**config.mk**
```make
export PLATFORM = sky130hd
export DESIGN_NAME = regop_exec
export DESIGN_NICKNAME = d
export VERILOG_FILES = /design/src/rtl/regop_pkg.sv /design/src/rtl/regop_decode.sv /design/src/rtl/regop_alu.sv /design/src/rtl/regop_skip.sv /design/src/rtl/regop_exec.sv
export SDC_FILE = /design/constraint.sdc
export NUM_CORES = 1
export LEC_CHECK = 0
export BUFFER_PORTS_ARGS = -buffer_cell sky130_fd_sc_hd__buf_4
export CORE_MARGIN = 2
export CORE_UTILIZATION = 59
export DETAILED_ROUTE_END_ITERATION = 12
export PLACE_DENSITY = 0.95
export SYNTH_ARGS = -nofsm -noshare
export SYNTH_HDL_FRONTEND = slang
export SYNTH_SLANG_ARGS = --single-unit
```
**constraint.sdc**
```tcl
create_clock -name clk -period 4.11 [get_ports clk]
set_clock_uncertainty 0.05 [all_clocks]
set_input_delay 0 -clock clk [delete_from_list [all_inputs] [get_ports clk]]
set_output_delay 0 -clock clk [all_outputs]
set_load 0.05 [all_outputs]
```
**src/rtl/regop_pkg.sv**
```systemverilog
package regop_pkg;
   localparam int OPF_W = 12;

   // Bit position of each operation within op_field
   localparam int B_CLR_AC = 11;
   localparam int B_CLR_E  = 10;
   localparam int B_CMP_AC = 9;
   localparam int B_CMP_E  = 8;
   localparam int B_ROR    = 7;
   localparam int B_ROL    = 6;
   localparam int B_INC    = 5;
   localparam int B_SK_POS = 4;
   localparam int B_SK_NEG = 3;
   localparam int B_SK_ZAC = 2;
   localparam int B_SK_ZE  = 1;
   localparam int B_HALT   = 0;

   typedef struct packed {
      logic clr_ac;
      logic clr_e;
      logic cmp_ac;
      logic cmp_e;
      logic ror;
      logic rol;
      logic inc;
      logic sk_pos;
      logic sk_neg;
      logic sk_zac;
      logic sk_ze;
      logic halt;
   } op_sel_t;
endpackage

```
**src/rtl/regop_decode.sv**
```systemverilog
module regop_decode
   import regop_pkg::*;
(
   input  logic [OPF_W-1:0] field,
   output op_sel_t          sel
);
   always_comb begin
      sel.clr_ac = field[B_CLR_AC];
      sel.clr_e  = field[B_CLR_E];
      sel.cmp_ac = field[B_CMP_AC];
      sel.cmp_e  = field[B_CMP_E];
      sel.ror    = field[B_ROR];
      sel.rol    = field[B_ROL];
      sel.inc    = field[B_INC];
      sel.sk_pos = field[B_SK_POS];
      sel.sk_neg = field[B_SK_NEG];
      sel.sk_zac = field[B_SK_ZAC];
      sel.sk_ze  = field[B_SK_ZE];
      sel.halt   = field[B_HALT];
   end
endmodule

```
**src/rtl/regop_alu.sv**
```systemverilog
module regop_alu #(
   parameter int DATA_W = 16
) (
   input  logic [DATA_W-1:0] ac_in,
   input  logic              e_in,
   input  logic              clr_ac,
   input  logic              clr_e,
   input  logic              cmp_ac,
   input  logic              cmp_e,
   input  logic              ror,
   input  logic              rol,
   input  logic              inc,
   output logic [DATA_W-1:0] ac_out,
   output logic              e_out
);
   localparam int MSB = DATA_W - 1;

   logic [DATA_W-1:0] ac_s1, ac_s2, ac_s3, ac_rr, ac_rl;
   logic              e_s1, e_s2, e_s3;

   // Clear stage, then complement stage
   always_comb begin
      ac_s1 = clr_ac ? '0 : ac_in;
      e_s1  = clr_e ? 1'b0 : e_in;
      ac_s2 = cmp_ac ? ~ac_s1 : ac_s1;
      e_s2  = cmp_e ? ~e_s1 : e_s1;
   end

   // Rotate-right wiring, bit by bit
   for (genvar i = 0; i < DATA_W; i++) begin : g_rr
      if (i == MSB) begin : g_top
         assign ac_rr[i] = e_s2;
      end else begin : g_mid
         assign ac_rr[i] = ac_s2[i+1];
      end
   end

   always_comb begin
      ac_s3 = ror ? ac_rr : ac_s2;
      e_s3  = ror ? ac_s2[0] : e_s2;
   end

   // Rotate-left wiring, bit by bit
   for (genvar i = 0; i < DATA_W; i++) begin : g_rl
      if (i == 0) begin : g_bot
         assign ac_rl[i] = e_s3;
      end else begin : g_mid
         assign ac_rl[i] = ac_s3[i-1];
      end
   end

   always_comb begin
      logic [DATA_W-1:0] ac_s4;
      ac_s4  = rol ? ac_rl : ac_s3;
      e_out  = rol ? ac_s3[MSB] : e_s3;
      ac_out = inc ? ac_s4 + {{(DATA_W-1){1'b0}}, 1'b1} : ac_s4;
   end

   // a lone rotation moves bits around the ring without changing their count
   always_comb begin
      if ((ror ^ rol) && !clr_ac && !clr_e && !cmp_ac && !cmp_e && !inc)
         a_r4_rotate_keeps_ones: assert ($countones({ac_out, e_out}) == $countones({ac_in, e_in}));
   end
endmodule

```
**src/rtl/regop_skip.sv**
```systemverilog
module regop_skip #(
   parameter int DATA_W = 16
) (
   input  logic [DATA_W-1:0] ac_in,
   input  logic              e_in,
   input  logic              sk_pos,
   input  logic              sk_neg,
   input  logic              sk_zac,
   input  logic              sk_ze,
   output logic              hit
);
   logic sign, zero;

   always_comb begin
      sign = ac_in[DATA_W-1];
      zero = ~|ac_in;
      hit  = (sk_pos & ~sign) | (sk_neg & sign) | (sk_zac & zero) | (sk_ze & ~e_in);
   end

   // the two sign tests together always hold
   always_comb begin
      if (sk_pos && sk_neg)
         a_r7_sign_pair_hits: assert (hit);
   end
endmodule

```
**src/rtl/regop_exec.sv**
```systemverilog
module regop_exec
   import regop_pkg::*;
#(
   parameter int DATA_W = 16
) (
   input  logic              clk,
   input  logic              rst_n,
   input  logic              exec_en,
   input  logic [11:0]       op_field,
   input  logic              load_en,
   input  logic [DATA_W-1:0] load_ac,
   input  logic              load_e,
   output logic [DATA_W-1:0] ac_q,
   output logic              e_q,
   output logic              skip_pc,
   output logic              halt_q,
   output logic              seq_reset
);
   if (DATA_W < 2) begin : g_bad_width
      $error("regop_exec: DATA_W must be at least 2");
   end

   op_sel_t           sel;
   logic [DATA_W-1:0] alu_ac;
   logic              alu_e;
   logic              skip_hit;
   logic              accept;

   regop_decode u_dec (
      .field (op_field),
      .sel   (sel)
   );

   regop_alu #(.DATA_W(DATA_W)) u_alu (
      .ac_in  (ac_q),
      .e_in   (e_q),
      .clr_ac (sel.clr_ac),
      .clr_e  (sel.clr_e),
      .cmp_ac (sel.cmp_ac),
      .cmp_e  (sel.cmp_e),
      .ror    (sel.ror),
      .rol    (sel.rol),
      .inc    (sel.inc),
      .ac_out (alu_ac),
      .e_out  (alu_e)
   );

   regop_skip #(.DATA_W(DATA_W)) u_skip (
      .ac_in  (ac_q),
      .e_in   (e_q),
      .sk_pos (sel.sk_pos),
      .sk_neg (sel.sk_neg),
      .sk_zac (sel.sk_zac),
      .sk_ze  (sel.sk_ze),
      .hit    (skip_hit)
   );

   assign accept = exec_en & ~halt_q;

   always_ff @(posedge clk) begin
      if (!rst_n) begin
         ac_q      <= '0;
         e_q       <= 1'b0;
         skip_pc   <= 1'b0;
         halt_q    <= 1'b0;
         seq_reset <= 1'b0;
      end else if (accept) begin
         ac_q      <= alu_ac;
         e_q       <= alu_e;
         skip_pc   <= skip_hit;
         seq_reset <= 1'b1;
         if (sel.halt) halt_q <= 1'b1;
      end else begin
         skip_pc   <= 1'b0;
         seq_reset <= 1'b0;
         if (load_en && !exec_en) begin
            ac_q <= load_ac;
            e_q  <= load_e;
         end
      end
   end

   a_r8_halt_sticky: assert property (@(posedge clk) disable iff (!rst_n)
      halt_q |=> halt_q);

   a_r8_halted_holds: assert property (@(posedge clk) disable iff (!rst_n)
      (halt_q && !(load_en && !exec_en)) |=> ($stable(ac_q) && $stable(e_q) && !seq_reset));

   a_r9_done_after_accept: assert property (@(posedge clk) disable iff (!rst_n)
      (exec_en && !halt_q) |=> seq_reset);

   a_r9_done_single: assert property (@(posedge clk) disable iff (!rst_n)
      !exec_en |=> !seq_reset);

   a_r7_skip_with_done: assert property (@(posedge clk) disable iff (!rst_n)
      skip_pc |-> seq_reset);

   a_r2_clear_ac: assert property (@(posedge clk) disable iff (!rst_n)
      (accept && op_field[11] && op_field[9:5] == 5'b0) |=> (ac_q == '0));

   a_r6_increment: assert property (@(posedge clk) disable iff (!rst_n)
      (accept && op_field[11:5] == 7'b0000001) |=> (ac_q == $past(ac_q) + 1'b1 && e_q == $past(e_q)));

   a_r12_idle_holds: assert property (@(posedge clk) disable iff (!rst_n)
      (!exec_en && !load_en) |=> ($stable(ac_q) && $stable(e_q) && !skip_pc));
endmodule

```
==> metrics.log <==
INFO  metric buffer_ports.inserted = 52
INFO  metric synthesis.nets = 316
INFO  metric largest_area_contributor_in_the_netlist = sky130_fd_sc_hd__dfxtp_1
INFO  metric power_leakage = around 1.1 nW
INFO  metric drv_slew = 0
INFO  metric design.core.area = 3690 sq um
INFO  metric finalSetupTns = 0 ps
INFO  metric r2r_slack = 1380 ps
INFO  metric average_wire_per_standard_cell = 18.3 um
INFO  metric data_arrival_at_the_endpoint_of_the_critical_path = slightly below 3000 ps
INFO  metric gp_congestion = 0.927
INFO  metric synth-seq-area-share = 17.6%
INFO  metric cp_cell_sequence = nor2b_1 -> mux2_2 -> a21oi_1 -> or2_2 -> ha_1 -> nand2_1 -> nor3_4 -> xnor2_1 -> a2111oi_0 -> o21a_1
INFO  metric critical_path.endpoint_type = flop
INFO  metric synth_cell_type_count = 63
INFO  metric cts_root_buffer_type = sky130_fd_sc_hd__clkbuf_8
INFO  metric power_per_unit_of_standard_cell_area = between 200 and 300 nW/um^2
INFO  metric synth_top_area_share = ~18%
INFO  metric clkLatencyLatePin = 270 ps
INFO  metric final.fill_count = 269
INFO  metric period_minus_slack = ~2700 ps
INFO  metric outcome = completed
INFO  metric antenna_cell_count = 0
INFO  metric synth-seq-cells = 20
INFO  metric maxClockFrequency = 366 MHz
INFO  metric wirelength = 6810 um
INFO  metric cts_setup_buffers = 0
INFO  metric vdd_ir_drop_max = about 0.00028 V
INFO  metric drt_pass1_iterations = 5
INFO  metric worst-endpoint-required = between 4000 and 5000 ps
INFO  metric biggest_area_contributors_in_the_synthesized_netlist = sky130_fd_sc_hd__dfxtp_1 18%, sky130_fd_sc_hd__mux2i_1 11%, sky130_fd_sc_hd__mux2_2 5.4%
INFO  metric critPathKind = flop to flop
INFO  metric cts-hold-fix-buffers = 5
INFO  metric ratio_of_cells_with_drive_above_1_in_the_final_layout = 25.3%
INFO  metric relative_slew_margins = 55.5%
INFO  metric io-pin-count = 53
INFO  metric net_count_final = ~360
INFO  metric deepest_clock_path_buffer_count = 2
INFO  metric yosys_warnings = 0
INFO  metric crit_path_max_incr_delay = roughly 430 ps
INFO  metric synth_area = 2280 sq um
INFO  metric grt_max_degree = 37
INFO  metric die-area = 4370 sq um
INFO  metric post-dp-hpwl = about 4600 um
INFO  metric chipWidth = 66.1 um
INFO  metric asyncSetResetFlopFracSynth = 0%
INFO  metric worst_pin_slew = around 660 ps
INFO  metric maximum_level_of_the_cts_h_tree = 1
INFO  metric setup_viol = 0
INFO  metric start_util = 61.7%
INFO  metric fin_crit_sh = 66.5%
INFO  metric globalRouteOverflowTotal = 0
INFO  metric min_path_type = input port to flop
INFO  metric cells_resized_by_post_cts_repair = 0
INFO  metric syn-mean-instance-area = about 8 sq um
INFO  metric ys_dominant_reg_cell = sky130_fd_sc_hd__dfxtp_1
INFO  metric number_of_global_route_vias_before_repair = 2291
INFO  metric setup.worst_path.start_class = flop
INFO  metric worst_setup_hold_path_clk_slew = 70 ps
INFO  metric num_vias = 2463
INFO  metric area.growth.synth_to_final = 20.5%
INFO  metric clock_sink_count = 20
INFO  metric rsz0062_at_grt = no
INFO  metric drc_errors = 0
INFO  metric critical_path_peak_fanout = 6
INFO  metric timing_hold_violations_final = 0
INFO  metric timing.max_cap.violations = 0
INFO  metric drt.antenna.violating_nets = 0
INFO  metric grt_first_pass_wirelength = 11000 um
INFO  metric cts-buffers-inserted = 3
INFO  metric cp_slowest_cell = sky130_fd_sc_hd__a2111oi_0
INFO  metric chipHeight = 66.1 um
INFO  metric gr-usage-all-layers = about a third
INFO  metric grt_antenna_before_repair = 0
INFO  metric cpLargestDelayFamily = simple AND/OR/NAND/NOR gates
INFO  metric avgViaCountPerCell = 6.62
INFO  metric post-route-util = roughly three quarters
INFO  metric rows = 22
INFO  metric detail_route.iter0.violations = 271
INFO  metric cp_num_buf_inv = 0
INFO  metric post_synthesis_cells = between 200 and 300
INFO  metric synth_edf_count = 0
INFO  metric cts_tree = done
## worst min-delay path, cell delays in order
cell,delay [ps]
sky130_fd_sc_hd__buf_4,80
sky130_fd_sc_hd__mux2i_1,60
sky130_fd_sc_hd__o211ai_1,160
## cell usage in the layout, fill, tap and decap left out, drive strengths merged, types with 5 or more instances in the layout
cell type / netlist / final
nand2: 22 / 22
nor2b: 8 / 8
nand3: 6 / 6
nor2: 15 / 15
o21ai: 16 / 16
mux2i: 25 / 25
buf: 13 / 54
nor4: 5 / 5
inv: 5 / 5
xor2: 7 / 7
dlygate4sd3: 0 / 5
a22oi: 8 / 8
xnor2: 15 / 15
a21oi: 20 / 20
mux2: 14 / 14
nor3: 10 / 10
dfxtp: 20 / 20
nand2b: 6 / 6
## report_power, final
group	total (mW)	internal, mW	switching (mW)
registers	0.255	0.213	0.0420
clock network	0.154	0.0856	0.0682
logic	0.363	0.147	0.216
## cell type report
cell class	count	area [sq um]	area share [%]
well taps	48	60.1	2.19
repair buffers	59	455	16.6
inverters	5	18.8	0.684
flip-flops and latches	20	400	14.6
multi-input cells	236	1760	63.9
clock buffers	4	55.1	2.01
## per-stage QoR
| step | instance area, sq um | cells | setup slack [ps] | hold slack [ps] | power, mW |
|---|---|---|---|---|---|
| CTS | 2750 | 372 | 1370 | 12.9 | 0.763 |
| floorplan | 2280 | 282 | 1330 | 99.6 | 0.504 |
| detailed placement | 2640 | 363 | 1230 | 243 | 0.606 |
| finish | 2750 | 372 | 1380 | 8.68 | 0.771 |
| global route | 2750 | 372 | 1190 | 18.2 | 0.809 |
| global placement | 2640 | 363 | 1370 | 215 | 0.597 |
## sequential cells by signal (all words and copies together), names as in the netlist
name       cells
ac_q          16
e_q            1
halt_q         1
seq_reset      1
skip_pc        1
## worst paths after layout
check                   start                    end  cells past startpoint
max          e_q$_SDFFE_PN0P_   ac_q[6]$_SDFFE_PN0P_                     10
min               load_ac[10]  ac_q[10]$_SDFFE_PN0P_                      3
max reg2reg  e_q$_SDFFE_PN0P_   ac_q[6]$_SDFFE_PN0P_                     10
min reg2reg  e_q$_SDFFE_PN0P_       e_q$_SDFFE_PN0P_                      3
## synth_stat cells, types with 3 or more instances
library cell	number
sky130_fd_sc_hd__nor4_1	5
sky130_fd_sc_hd__nor2b_1	8
sky130_fd_sc_hd__mux2_1	3
sky130_fd_sc_hd__mux2_2	11
sky130_fd_sc_hd__nor2_1	14
sky130_fd_sc_hd__o21a_1	4
sky130_fd_sc_hd__buf_2	7
sky130_fd_sc_hd__mux4_2	3
sky130_fd_sc_hd__buf_1	3
sky130_fd_sc_hd__nor3_1	9
sky130_fd_sc_hd__dfxtp_1	20
sky130_fd_sc_hd__o21ai_0	16
sky130_fd_sc_hd__inv_1	4
sky130_fd_sc_hd__nand2b_1	6
sky130_fd_sc_hd__a22oi_1	7
sky130_fd_sc_hd__o211a_1	4
sky130_fd_sc_hd__xor2_1	7
sky130_fd_sc_hd__clkbuf_1	8
sky130_fd_sc_hd__nor3b_1	4
sky130_fd_sc_hd__nand2_1	22
sky130_fd_sc_hd__nand3_1	6
sky130_fd_sc_hd__or3_1	4
sky130_fd_sc_hd__a21oi_1	20
sky130_fd_sc_hd__xnor2_1	14
sky130_fd_sc_hd__mux2i_1	25
## logic make-up after synthesis
family	after synthesis	synth area share, %
XOR/XNOR	22	8.79
flip-flops	20	17.6
AND/OR/NAND/NOR	92	22.6
multiplexers	42	20.9
AO/OA/AOI/OAI	79	24.3
buffers and inverters	26	5.33
adder cells (fa/ha/maj)	1	0.549
## routing by layer
| metal | vias to the layer above | track usage (%) | routed length (um) |
|---|---|---|---|
| li1 | 1136 | - | - |
| met1 | 1153 | 45.1 | 2840 |
| met2 | 142 | 49.6 | 3030 |
| met3 | 32 | 5.62 | 630 |
| met4 | 0 | 17.1 | 297 |
| met5 | - | 0 | 0 |
(Power assumes the default switching activity.)
